## src/rtl/esc_pkg.sv

```systemverilog
package esc_pkg;
  typedef enum logic [2:0] {
    ST_IDLE = 3'd0,
    ST_WIN  = 3'd1,
    ST_RUN  = 3'd2,
    ST_SUSP = 3'd3,
    ST_FILL = 3'd4
  } erase_st_t;

  // status word bit positions, decoded by software polling loops
  localparam int BIT_POLL = 7;
  localparam int BIT_TOG  = 6;
  localparam int BIT_WIN  = 3;
  localparam int BIT_ALT  = 2;
endpackage

```

## src/rtl/erase_cycle_timer.sv

```systemverilog
module erase_cycle_timer #(
  parameter int LIMIT = 16
) (
  input  logic clk,
  input  logic rst,
  input  logic clear,
  input  logic run,
  output logic expire
);
  localparam int CW = (LIMIT > 1) ? $clog2(LIMIT + 1) : 1;

  logic [CW-1:0] cnt;

  assign expire = run && (cnt == CW'(LIMIT - 1));

  always_ff @(posedge clk) begin
    if (rst || clear) cnt <= '0;
    else if (run)     cnt <= expire ? '0 : cnt + 1'b1;
  end

  // counter holds while neither running nor cleared (suspend)
  assert_count_frozen_R7: assert property (@(posedge clk) disable iff (rst)
    (!run && !clear) |=> $stable(cnt));
endmodule

```

## src/rtl/erase_sector_map.sv

```systemverilog
module erase_sector_map #(
  parameter int NUM_SECT = 8,
  parameter int SW = 3
) (
  input  logic                clk,
  input  logic                rst,
  input  logic                set_one,
  input  logic [SW-1:0]       set_sect,
  input  logic                set_all,
  input  logic                scan_en,
  output logic [NUM_SECT-1:0] sel,
  output logic                scan_last,
  output logic                fill_en,
  output logic [SW-1:0]       fill_sect
);
  logic [SW-1:0] idx;

  assign scan_last = scan_en && (idx == SW'(NUM_SECT - 1));

  always_ff @(posedge clk) begin
    if (rst || scan_last) sel <= '0;
    else if (set_all)     sel <= '1;
    else if (set_one)     sel[set_sect] <= 1'b1;
  end

  always_ff @(posedge clk) begin
    if (rst || !scan_en) idx <= '0;
    else                 idx <= idx + 1'b1;
  end

  always_ff @(posedge clk) begin
    if (rst) begin
      fill_en   <= 1'b0;
      fill_sect <= '0;
    end else begin
      fill_en   <= scan_en && sel[idx];
      fill_sect <= idx;
    end
  end

  // fill strobes only follow a scan cycle
  assert_fill_from_scan_R9: assert property (@(posedge clk) disable iff (rst)
    fill_en |-> $past(scan_en));
endmodule

```

## src/rtl/erase_status_mux.sv

```systemverilog
module erase_status_mux #(
  parameter int NUM_SECT = 8,
  parameter int SW = 3,
  parameter int DW = 16
) (
  input  logic                clk,
  input  logic                rst,
  input  logic                rd_en,
  input  logic [SW-1:0]       rd_sect,
  input  logic [DW-1:0]       arr_rdata,
  input  logic                active,
  input  logic                suspended,
  input  logic                win_open,
  input  logic [NUM_SECT-1:0] sel,
  output logic                rd_valid,
  output logic [DW-1:0]       rd_data
);
  import esc_pkg::*;

  logic tog6, tog2, sts_q;
  logic use_status;
  logic [DW-1:0] sts_word;

  always_comb begin
    use_status = active && (!suspended || sel[rd_sect]);
    sts_word = '0;
    sts_word[BIT_POLL] = 1'b0;
    sts_word[BIT_TOG]  = tog6;
    sts_word[BIT_WIN]  = !win_open;
    sts_word[BIT_ALT]  = tog2;
  end

  always_ff @(posedge clk) begin
    if (rst) begin
      rd_valid <= 1'b0;
      rd_data  <= '0;
      sts_q    <= 1'b0;
      tog6     <= 1'b0;
      tog2     <= 1'b0;
    end else begin
      rd_valid <= rd_en;
      if (rd_en) begin
        sts_q <= use_status;
        if (use_status) begin
          rd_data <= sts_word;
          tog2    <= !tog2;
          if (!suspended) tog6 <= !tog6;
        end else begin
          rd_data <= arr_rdata;
        end
      end
    end
  end

  // a status word never shows the completion bit high
  assert_poll_low_R4: assert property (@(posedge clk) disable iff (rst)
    (rd_valid && sts_q) |-> !rd_data[BIT_POLL]);
endmodule

```

## src/rtl/erase_status_engine.sv

```systemverilog
module erase_status_engine #(
  parameter int NUM_SECT   = 8,
  parameter int DW         = 16,
  parameter int WINDOW_CYC = 20,
  parameter int ERASE_CYC  = 40,
  parameter int SW         = (NUM_SECT > 1) ? $clog2(NUM_SECT) : 1
) (
  input  logic          clk,
  input  logic          rst,
  input  logic          sect_req,
  input  logic [SW-1:0] sect_idx,
  input  logic          chip_req,
  input  logic          susp_req,
  input  logic          resume_req,
  input  logic          rd_en,
  input  logic [SW-1:0] rd_sect,
  input  logic [DW-1:0] arr_rdata,
  output logic          rd_valid,
  output logic [DW-1:0] rd_data,
  output logic          fill_en,
  output logic [SW-1:0] fill_sect,
  output logic          busy
);
  import esc_pkg::*;

  erase_st_t st, nxt;
  logic win_done, win_done_nxt;
  logic win_exp, run_exp, scan_last;
  logic set_one, set_all;
  logic [NUM_SECT-1:0] sel;

  assign set_all = (st == ST_IDLE) && chip_req;
  assign set_one = sect_req && (((st == ST_IDLE) && !chip_req) || (st == ST_WIN));

  always_comb begin
    nxt = st;
    win_done_nxt = win_done;
    unique case (st)
      ST_IDLE: begin
        if (chip_req) begin
          nxt = ST_RUN;
          win_done_nxt = 1'b1;
        end else if (sect_req) begin
          nxt = ST_WIN;
        end
      end
      ST_WIN: begin
        if (susp_req) nxt = ST_SUSP;
        else if (win_exp) begin
          nxt = ST_RUN;
          win_done_nxt = 1'b1;
        end
      end
      ST_RUN: begin
        if (run_exp)       nxt = ST_FILL;
        else if (susp_req) nxt = ST_SUSP;
      end
      ST_SUSP: begin
        if (resume_req) begin
          nxt = ST_RUN;
          win_done_nxt = 1'b1;
        end
      end
      ST_FILL: begin
        if (scan_last) begin
          nxt = ST_IDLE;
          win_done_nxt = 1'b0;
        end
      end
      default: nxt = ST_IDLE;
    endcase
  end

  always_ff @(posedge clk) begin
    if (rst) begin
      st       <= ST_IDLE;
      win_done <= 1'b0;
      busy     <= 1'b0;
    end else begin
      st       <= nxt;
      win_done <= win_done_nxt;
      busy     <= (nxt != ST_IDLE);
    end
  end

  erase_cycle_timer #(.LIMIT(WINDOW_CYC)) u_win_tmr (
    .clk(clk), .rst(rst), .clear(st == ST_IDLE),
    .run(st == ST_WIN), .expire(win_exp));

  erase_cycle_timer #(.LIMIT(ERASE_CYC)) u_run_tmr (
    .clk(clk), .rst(rst), .clear(st == ST_IDLE),
    .run(st == ST_RUN), .expire(run_exp));

  erase_sector_map #(.NUM_SECT(NUM_SECT), .SW(SW)) u_map (
    .clk(clk), .rst(rst), .set_one(set_one), .set_sect(sect_idx),
    .set_all(set_all), .scan_en(st == ST_FILL), .sel(sel),
    .scan_last(scan_last), .fill_en(fill_en), .fill_sect(fill_sect));

  erase_status_mux #(.NUM_SECT(NUM_SECT), .SW(SW), .DW(DW)) u_mux (
    .clk(clk), .rst(rst), .rd_en(rd_en), .rd_sect(rd_sect),
    .arr_rdata(arr_rdata), .active(st != ST_IDLE),
    .suspended(st == ST_SUSP),
    .win_open((st == ST_WIN) || ((st == ST_SUSP) && !win_done)),
    .sel(sel), .rd_valid(rd_valid), .rd_data(rd_data));

  // busy covers every non-idle state
  assert_busy_cover_R11: assert property (@(posedge clk) disable iff (rst)
    (st != ST_IDLE) |-> busy);

  // late sector requests leave the selection unchanged
  assert_late_req_ignored_R3: assert property (@(posedge clk) disable iff (rst)
    ((st == ST_RUN) && !run_exp && sect_req) |=> $stable(sel));

  // chip erase selects every sector
  assert_chip_all_R10: assert property (@(posedge clk) disable iff (rst)
    ((st == ST_IDLE) && chip_req) |=> (sel == {NUM_SECT{1'b1}}));
endmodule

```

## config.mk

```make
export PLATFORM = sky130hd
export DESIGN_NAME = erase_status_engine
export DESIGN_NICKNAME = d
export VERILOG_FILES = /design/src/rtl/esc_pkg.sv /design/src/rtl/erase_cycle_timer.sv /design/src/rtl/erase_sector_map.sv /design/src/rtl/erase_status_mux.sv /design/src/rtl/erase_status_engine.sv
export SDC_FILE = /design/constraint.sdc
export NUM_CORES = 1
export LEC_CHECK = 0
export BUFFER_PORTS_ARGS = -buffer_cell sky130_fd_sc_hd__buf_2
export CAP_MARGIN = 15
export CORE_AREA = 5 5 74 76
export DETAILED_ROUTE_END_ITERATION = 6
export DIE_AREA = 0 0 79 81
export HOLD_SLACK_MARGIN = 0.03
export PLACE_DENSITY = 0.88
export SLEW_MARGIN = 30
export SYNTH_ARGS = -nofsm -noshare
export SYNTH_HDL_FRONTEND = slang
export SYNTH_HIERARCHICAL = 1
export SYNTH_SLANG_ARGS = --single-unit
export TNS_END_PERCENT = 50
```

## constraint.sdc

```tcl
create_clock -name clk -period 5.9 [get_ports clk]
set_input_delay 0.885 -clock clk [delete_from_list [all_inputs] [get_ports clk]]
set_output_delay 0.885 -clock clk [all_outputs]
set_load 0.03 [all_outputs]
```

[Yosys cells after proc, flatten, opt, wreduce, memory -nomap -nowiden]
Index checks and enable logic that the tools add are counted.
Word-level totals
  register bits after elaboration: 50
  input bits: 29
Cells by class
  add/sub/neg operators: 3
  order comparisons: 4
  eq/ne operators: 12
  mux-type cells: 26
  bitwise gates (word level): 2
  reduce and logical (&&, ||, !) cells: 31
Operator list (number)
  $mux 3: 8
  $mux 16: 1
  $mux 8: 2
  $pmux 3 s5: 1
  $lt 3x4->1 const B: 3
  $logic_and 1x1->1: 10
  $ne 2x2->1 const B: 5
  $mux 1: 8
  $or 8x8->8: 1
  $logic_not 1->1: 7
  $add 6x1->6 const B: 1
  $bmux 1 s3: 2
  $eq 3x2->1 const B: 2
  $eq 3x3->1 const B: 2
  $eq 6x6->1 const B: 1
  $logic_or 1x1->1: 6
  $mux 6: 1
  $reduce_and 6->1: 1
  $reduce_bool 3->1: 2
  $add 5x1->5 const B: 1
  $eq 5x5->1 const B: 1
  $mux 5: 1
  $pmux 1 s4: 1
  $reduce_bool 4->1: 1
  other kinds (9): 9

[Longest topological paths before layout]
Gate-level depths: netlist (run 1).
  depth in word-level cells: 7
  mapped depth: 9
  gate-level depth less buffers: 8

[Cells and area by module]
Netlist (run 1), hierarchy kept.
Modules (own cells, without submodules)
  erase_status_mux: instances 1, cells each 82, area each 920.9 um^2
  erase_sector_map: instances 1, cells each 59, area each 598.1 um^2
  erase_status_engine: instances 1, cells each 51, area each 379.1 um^2
  erase_cycle_timer at u_run_tmr: instances 1, cells each 29, area each 286.5 um^2
  erase_cycle_timer at u_win_tmr: instances 1, cells each 27, area each 262.8 um^2

[Least setup slack after synthesis (run 1)]
OpenSTA, ideal clock, no wires.
  kind: reg-to-reg
  start point: reg st[1]
  end point: reg busy
  library setup time: 0.126 ns
  data arrival time: 2.138 ns
  path slack: 3.636 ns
  cell stages (with the launch flop): 10
  path buffers: 1
  period minus slack after synthesis: 2.264 ns
  cell sequence: dfxtp_1 clkbuf_1 nand2b_1 nor2_1 nand3_1 nor4b_2 and4bb_1 a31oi_1 a31o_2 a31oi_1
RTL lines
  start: declaration: line erase_status_engine.sv:26  | erase_st_t st, nxt;
  start signal: assignment: line erase_status_engine.sv:80  | st <= nxt;
  $eq 3x2->1: line erase_status_engine.sv:92  | .run(st == ST_RUN), .expire(run_exp));
  $logic_and 1x1->1: line erase_cycle_timer.sv:14  | assign expire = run && (cnt == CW'(LIMIT - 1));
  named net run_exp: line erase_status_engine.sv:28  | logic win_exp, run_exp, scan_last;
  $mux 3: line erase_status_engine.sv:55  | if (run_exp) nxt = ST_FILL;
  $pmux 3 s5: line erase_status_engine.sv:38  | unique case (st)
  $reduce_bool 3->1: line erase_status_engine.sv:82  | busy <= (nxt != ST_IDLE);
  end signal: assignment: line erase_status_engine.sv:82
  end: declaration: line erase_status_engine.sv:22  | output logic busy
The timed path passes the listed nets, and every way through them passes these cells.
A chain may end at the register's enable or synchronous reset.

[Worst setup path after layout (run 1)]
  start point: reg st[0]
  end point: reg win_done
On the way
  word-level cells in the longest chain between the ends: 4
RTL lines
  $eq 3x1->1: line erase_status_engine.sv:88  | .run(st == ST_WIN), .expire(win_exp));
  $logic_and 1x1->1: line erase_cycle_timer.sv:14
  named net win_exp: line erase_status_engine.sv:28
  $ne 2x2->1 (no source line)
  $reduce_and 6->1 (no source line)
  end signal: assignment: line erase_status_engine.sv:81  | win_done <= win_done_nxt;
  end: declaration: line erase_status_engine.sv:27  | logic win_done, win_done_nxt;
The timed path passes the listed nets, and every way through them passes these cells.

==> results.md, run 1 <==
- Syn Std Cell Area: between 0.002 and 0.0025 sq mm
- Most area-hungry cell type in the Yosys netlist: dfxtp_1
- Fin. Hold Viols: 0
- Vias per std cell: 5.61
- Total gr overflow: 0
- Slew @ Worst Pin: about 0.90 ns
- CP arrival: around 2.7 ns
- Fillcell total: around 380
- Setup violators final: 0
- EDFF count, synth: 0
- Met2 wire len: between 2 and 2.5 mm
- CTS tree: done
- Fmax: around 400 MHz
- Final non-filler cell total: 350
- Seq/Total Area, Yosys: between 40% and 50%
- Post-route cell area: around 0.0028 sq mm
- Post-Route Setup TNS: 0 ns
- Initial DRC count: 67
- Commonest cells after routing, fill and taps aside: dfxtp_1, buf_2, nor2_1, mux2i_1, nor3_2
- Routed len/inst: 14.2 microns
- Met3 wire len: approximately 350 microns
- Largest net degree at the start of global routing: 34
- Worst-case clock buffer depth: 2
- Post-layout min period: between 2 and 3 ns
- Die Y: 81 microns
- Leakage: 1.19 nW
- Site row count: 25
- Yosys warns: 6
- First-pass GRT wire length: 8.51 mm
- Post-DRT Antenna Nets: 0
- Fin Clk Skew: about 0.0085 ns
- Seq cells post-synth: 50
- Worst hold path class: flop to flop
- Async set-reset flop share out of synthesis: 0%
- Int Pwr: approximately 0.54 mW
- N_diodes: 0
- Mapped Cells: 248
- Crit path launch type: flop
- Post-synth top flop: dfxtp_1
- Sequential fraction of design power: between 40% and 50%
- DP Area: about 0.0027 sq mm
- RSZ-0062 raised after global routing: false
- Switching share of power: 28.5%
- PortBufs: 50
- Num CTS Buffers: 5
- Post-CTS sizing: 0
- Die area: 0.00640 sq mm
- Vias in the first global route: about 1900
- Req. time, crit path: just over 6 ns
- Total GRT Usage: 16.7%
- Clock share of power: about a third
- Reg2Reg Depth: 8
- Share of cells above drive strength 1: 30.1%
- Top-area cell type share of the netlist area: between 40 and 50%
- Comb power frac: between 15 and 20%
- Status: finished, final reports clean
- Worst-path fanout max: 15
- Highest metal used: met4
- # IOs: 51
- Worst-Skew Late Latency: 0.31 ns
- Pwr per Cell Area: about 270 mW/mm^2
- DRC viols: 0
- Final RePlAce weighted congestion: ~0.8
- Net Sw Power: 0.214 mW
- Initial Utilization: a little over half
- Final Max Tran Viols: 0
- Nets: between 300 and 400
- DP HPWL: 3.63 mm
- Die width: ~79 microns
- Cts hold-fix bufs: 0
- Nature of the critical path endpoint: flop
- Setup bufs post-CTS: 0
- 1st-pass router iterations: 4
- Initial antenna violation count: 0
- Inst Count DP: 342
- Met1 wire length: around 2.2 mm
- H-tree lvl count: 2
- Core ar.: around 0.0047 sq mm
- Count of cell types in the netlist: 65
- Clock Root Buffer: clkbuf_8
- Slew headroom: 39.5%
- Maximum VDD drop: around 0.00011 V
- Area contributors post-synth: dfxtp_1, mux2i_1, nor2_1, nor3_2, ha_1
- Area Overhead vs Synth: 15.9%
- Synth Area per Inst: about 9.9 sq um
- Hold depth: 2
- Period utilisation layout: 42.7%
- TritonCTS Sinks: 50
- Total number of vias: a little under 2000
- Post-Route WL: ~5.0 mm
- Setup CP Type: flop to flop
- Worst-path clk slew: roughly 0.10 ns
- Post-synthesis net count: 281
- Max_cap viols: 0
## cell families after synthesis
| logic type | count (synthesis) | share of synthesized area, % |
|---|---|---|
| XOR/XNOR | 5 | 1.79 |
| AND/OR/NAND/NOR | 111 | 29.8 |
| buffers and inverters | 19 | 3.27 |
| AO/OA/AOI/OAI | 37 | 11.9 |
| adder cells (fa/ha/maj) | 4 | 2.05 |
| flip-flops | 50 | 40.9 |
| multiplexers | 22 | 10.3 |
## state kept, by name (all words and copies together), names as in the netlist
| register | cells |
|---|---|
| u_map/fill_en | 1 |
| u_run_tmr/cnt | 6 |
| u_mux/rd_data | 16 |
| u_mux/rd_valid | 1 |
| u_mux/tog2 | 1 |
| u_win_tmr/cnt | 5 |
| u_mux/tog6 | 1 |
| busy | 1 |
| u_map/sel | 8 |
| st | 3 |
| u_map/idx | 3 |
| win_done | 1 |
| u_map/fill_sect | 3 |
## power groups by stage
stage	clock [mW]	combinational (mW)	sequential [mW]
4_1_cts	0.256	0.130	0.374
3_3_place_gp	0	0.126	0.381
3_5_place_dp	0	0.129	0.382
2_1_floorplan	0	0.0820	0.394
6_report	0.250	0.129	0.375
5_1_grt	0.270	0.142	0.378
## per-layer routing
| layer | global-route usage [%] | vias to the layer above |
|---|---|---|
| li1 | - | 990 |
| met1 | 20.3 | 905 |
| met2 | 27.9 | 62 |
| met3 | 4.77 | 7 |
| met4 | 6.70 | 0 |
| met5 | 0 | - |
## critical path, stage by stage (launching register included)
cell	delay (ns)
dfxtp_1	0.59
or2b_1	0.32
nor2_1	0.34
nand2_2	0.15
nor3_4	0.33
and3b_1	0.20
or4_1	0.11
a31oi_1	0.09
a2111oi_2	0.28
## Yosys cell counts, types with 2 or more instances
| library cell | count |
|---|---|
| dfxtp_1 | 50 |
| nor2_1 | 27 |
| mux2i_1 | 18 |
| nor3_2 | 9 |
| a21oi_1 | 8 |
| inv_1 | 8 |
| nand2_1 | 8 |
| nand2b_1 | 8 |
| nor2b_1 | 6 |
| nor3_1 | 6 |
| clkbuf_1 | 5 |
| nor3b_1 | 5 |
| o31a_1 | 5 |
| ha_1 | 4 |
| nand3_1 | 4 |
| xor2_1 | 4 |
| a31oi_1 | 3 |
| buf_1 | 3 |
| nand3b_1 | 3 |
| nand4_1 | 3 |
| nand4b_1 | 3 |
| o21ai_0 | 3 |
| o22ai_1 | 3 |
| or3_1 | 3 |
| a211oi_1 | 2 |
| and2_1 | 2 |
| and3_1 | 2 |
| mux4_2 | 2 |
| nor3_4 | 2 |
| nor4_2 | 2 |
| o221ai_1 | 2 |
| or2b_1 | 2 |
## metrics by stage
step	total power [mW]	hold WS (ns)	worst slack, ns	utilization (%)
detailed placement	0.511	0.465	3.35	58.3
CTS	0.760	0.475	3.39	60.9
floorplan	0.476	0.440	3.64	-
global route	0.790	0.496	3.07	60.9
global placement	0.506	0.464	3.42	58.3
finish	0.753	0.474	3.38	60.9
## cell type report
class,instances,area [sq um],area share (%)
Clock inverter,3,48.8,1.72
Timing Repair Buffer,50,250,8.82
Sequential cell,50,1000,35.3
Inverter,9,33.8,1.19
Clock buffer,5,68.8,2.43
Tap cell,54,67.6,2.38
Multi-Input combinational cell,179,1370,48.2
## final timing paths
| path | startpoint | to | slack, ns |
|---|---|---|---|
| worst min-delay path | u_mux/tog2$_SDFFE_PP0P_ | u_mux/rd_data[2]$_SDFFE_PP0P_ | 0.47 |
| worst max register to register | st[0]$_SDFF_PP0_ | win_done$_SDFFE_PP0P_ | 3.38 |
| worst max-delay path | st[0]$_SDFF_PP0_ | win_done$_SDFFE_PP0P_ | 3.38 |
| worst min register to register | u_mux/tog2$_SDFFE_PP0P_ | u_mux/rd_data[2]$_SDFFE_PP0P_ | 0.47 |
Power figures use the tool's default switching activity.
==> inputs of run 2 (changes only) <==
--- a/config.mk
+++ b/config.mk
@@ -7,11 +7,11 @@
 export LEC_CHECK = 0
 export BUFFER_PORTS_ARGS = -buffer_cell sky130_fd_sc_hd__buf_2
 export CAP_MARGIN = 15
-export CORE_AREA = 5 5 74 76
+export CORE_AREA = 5 5 77 79
 export DETAILED_ROUTE_END_ITERATION = 6
-export DIE_AREA = 0 0 79 81
+export DIE_AREA = 0 0 82 84
 export HOLD_SLACK_MARGIN = 0.03
-export PLACE_DENSITY = 0.88
+export PLACE_DENSITY = 0.85
 export SLEW_MARGIN = 30
 export SYNTH_ARGS = -nofsm -noshare
 export SYNTH_HDL_FRONTEND = slang
==> constraint.sdc (replaced) <==
create_clock -name clk -period 2.3 [get_ports clk]
set_input_delay 0.345 -clock clk [delete_from_list [all_inputs] [get_ports clk]]
set_output_delay 0.345 -clock clk [all_outputs]
set_load 0.03 [all_outputs]
==> results.md, run 2 (same netlist as run 1, synthesis figures left out) <==
- Status: finished, final reports clean (unchanged)
- Final RePlAce weighted congestion: 0.857 (was 0.812)
- Fillcell total: 467 (was 381)
- H-tree lvl count: 2 (unchanged)
- Total gr overflow: 0 (unchanged)
- Final Max Tran Viols: 0 (unchanged)
- Largest net degree at the start of global routing: 33 (was 34)
- Post-Route WL: 5.17 mm (was 4.96 mm)
- Overall power: 1.91 mW (was 0.753 mW)
- Die Y: 84 microns (was 81 microns)
- Post-CTS sizing: 0 (unchanged)
- First-pass GRT wire length: 8.58 mm (was 8.51 mm)
- Nets: 337 (was 328)
- Core ar.: 0.00527 sq mm (was 0.00466 sq mm)
- DP Area: 0.00281 sq mm (was 0.00272 sq mm)
- Post-Route Setup TNS: 0 ns (unchanged)
- Worst-path fanout max: 15 (unchanged)
- Post-DRT Antenna Nets: 0 (unchanged)
- Share of cells above drive strength 1: 31.8% (was 30.1%)
- Vias in the first global route: 1983 (was 1887)
- PortBufs: 50 (unchanged)
- Critical path's largest stage delay: 0.61 ns (was 0.59 ns)
- Initial Utilization: 46.4% (was 52.5%)
- 1st-pass router iterations: 4 (unchanged)
- Total number of vias: 2002 (was 1964)
- Most Frequent Cell on Critical Path: a31oi_1
- Final non-filler cell total: 377 (was 350)
- Site row count: 27 (was 25)
- Fin. Hold Viols: 0 (unchanged)
- Die area: 0.00689 sq mm (was 0.00640 sq mm)
- Clock Root Buffer: clkbuf_8 (unchanged)
- DRC viols: 0 (unchanged)
- Area Overhead vs Synth: 19.3% (was 15.9%)
- DP HPWL: 3.87 mm (was 3.63 mm)
- Inst Count DP: 369 (was 342)
- Crit-path cells: nand2b_1 > nor2_1 > nand3_1 > nor4b_2 > and4bb_1 > a31oi_1 > a31o_2 > a31oi_1 (was or2b_1 > nor2_1 > nand2_2 > nor3_4 > and3b_1 > or4_1 > a31oi_1 > a2111oi_2)
- CP arrival: 2.26 ns (was 2.72 ns)
- Period utilisation layout: 90.4% (was 42.7%)
- Slew headroom: 61.8% (was 39.5%)
- TritonCTS Sinks: 50 (unchanged)
- Vias per std cell: 5.31 (was 5.61)
- Pwr per Cell Area: 655 mW/mm^2 (was 265 mW/mm^2)
- Largest Register: u_mux/rd_data (unchanged)
- Initial antenna violation count: 0 (unchanged)
- Core Util, Final: 55.4% (was 60.9%)
- Critical-path top delay cell: dfxtp_1 (unchanged)
- Initial DRC count: 95 (was 67)
- Req. time, crit path: 2.48 ns (was 6.10 ns)
- Routed len/inst: 13.7 microns (was 14.2 microns)
- Worst hold path class: primary input to flop (was flop to flop)
- Slew @ Worst Pin: 0.572 ns (was 0.896 ns)
- Worst-path clk slew: 0.09 ns (was 0.10 ns)
- Worst-case clock buffer depth: 2 (unchanged)
- Crit path launch type: flop (unchanged)
- RSZ-0062 raised after global routing: false (unchanged)
- Commonest cells after routing, fill and taps aside: dfxtp_1, buf_2, nor2_1, mux2i_1 (was dfxtp_1, buf_2, nor2_1, mux2i_1, nor3_2)
- Setup violators final: 0 (unchanged)
- # IOs: 51 (unchanged)
- Setup CP Type: flop to flop (unchanged)
- Maximum VDD drop: 0.000315 V (was 0.000115 V)
- Biggest regs: u_mux/rd_data (16), u_map/sel (8), u_run_tmr/cnt (6) (unchanged)
- Setup bufs post-CTS: 0 (unchanged)
- Post-route cell area: 0.00292 sq mm (was 0.00284 sq mm)
- Largest register FFs: 16 (unchanged)
- Worst-Skew Late Latency: 0.30 ns (was 0.31 ns)
- Fin Clk Skew: 0.00816 ns (was 0.00855 ns)
- Post-layout min period: 2.08 ns (was 2.52 ns)
- Max_cap viols: 0 (unchanged)
- Num CTS Buffers: 5 (unchanged)
- Total GRT Usage: 15.5% (was 16.7%)
- Die width: 82 microns (was 79 microns)
- N_diodes: 0 (unchanged)
- Cts hold-fix bufs: 0 (unchanged)
- Leakage: 1.23 nW (was 1.19 nW)
- Fmax: 481 MHz (was 397 MHz)
- Nature of the critical path endpoint: flop (unchanged)
- CTS tree: done (unchanged)
==> run 2: cell count changes in the layout (fill, tap and decap cells not counted) <==
cell      delta
clkbuf_1     +1
buf_4        +9
inv_8        -1
==> run 2: area by class of cell <==
type / count / area (sq um) / share of cell area [%]
well taps: 72 / 90.1 / 3.09
flip-flops and latches: 50 / 1000 / 34.3
clock inverters: 2 / 37.5 / 1.29
inverters: 9 / 33.8 / 1.16
clock buffers: 6 / 72.6 / 2.49
multi-input cells: 179 / 1370 / 46.8
repair buffers: 59 / 318 / 10.9
==> run 2: critical path, delay by kind of cell, from the launching register on <==
family | cells | cell delay (ns)
flops | 1 | 0.61
simple gates | 5 | 0.95
compound gates | 3 | 0.41
==> run 2: per-layer routing <==
metal | global-route usage, % | routed length (microns) | vias up
li1 | - | - | 1007
met1 | 18.7 | 2230 | 928
met2 | 25.4 | 2490 | 60
met3 | 3.78 | 375 | 7
met4 | 7.25 | 75 | 0
met5 | 0 | 0 | -
==> run 2: power breakdown <==
part           internal [mW]  switching (mW)  leakage, nW
Clock                  0.324           0.280       0.0514
Combinational          0.144           0.205        0.773
Sequential             0.917          0.0407        0.410
==> run 2: stage by stage <==
stage               hold slack (ns)  setup WS, ns
finish                        0.304         0.221
global route                  0.335        0.0405
CTS                           0.295         0.259
detailed placement            0.480         0.258
global placement              0.461         0.328
floorplan                     0.417        0.0356
==> run 2: path summary, 6_finish.rpt <==
path | startpoint | endpoint | slack [ns] | cells after the start
hold reg to reg | u_mux/tog2$_SDFFE_PP0P_ | u_mux/rd_data[2]$_SDFFE_PP0P_ | 0.49 | 2
setup reg to reg | st[1]$_SDFF_PP0_ | busy$_SDFF_PP0_ | 0.22 | 8
hold / removal | arr_rdata[12] | u_mux/rd_data[12]$_SDFFE_PP0P_ | 0.30 | 3
setup / recovery | st[1]$_SDFF_PP0_ | busy$_SDFF_PP0_ | 0.22 | 8
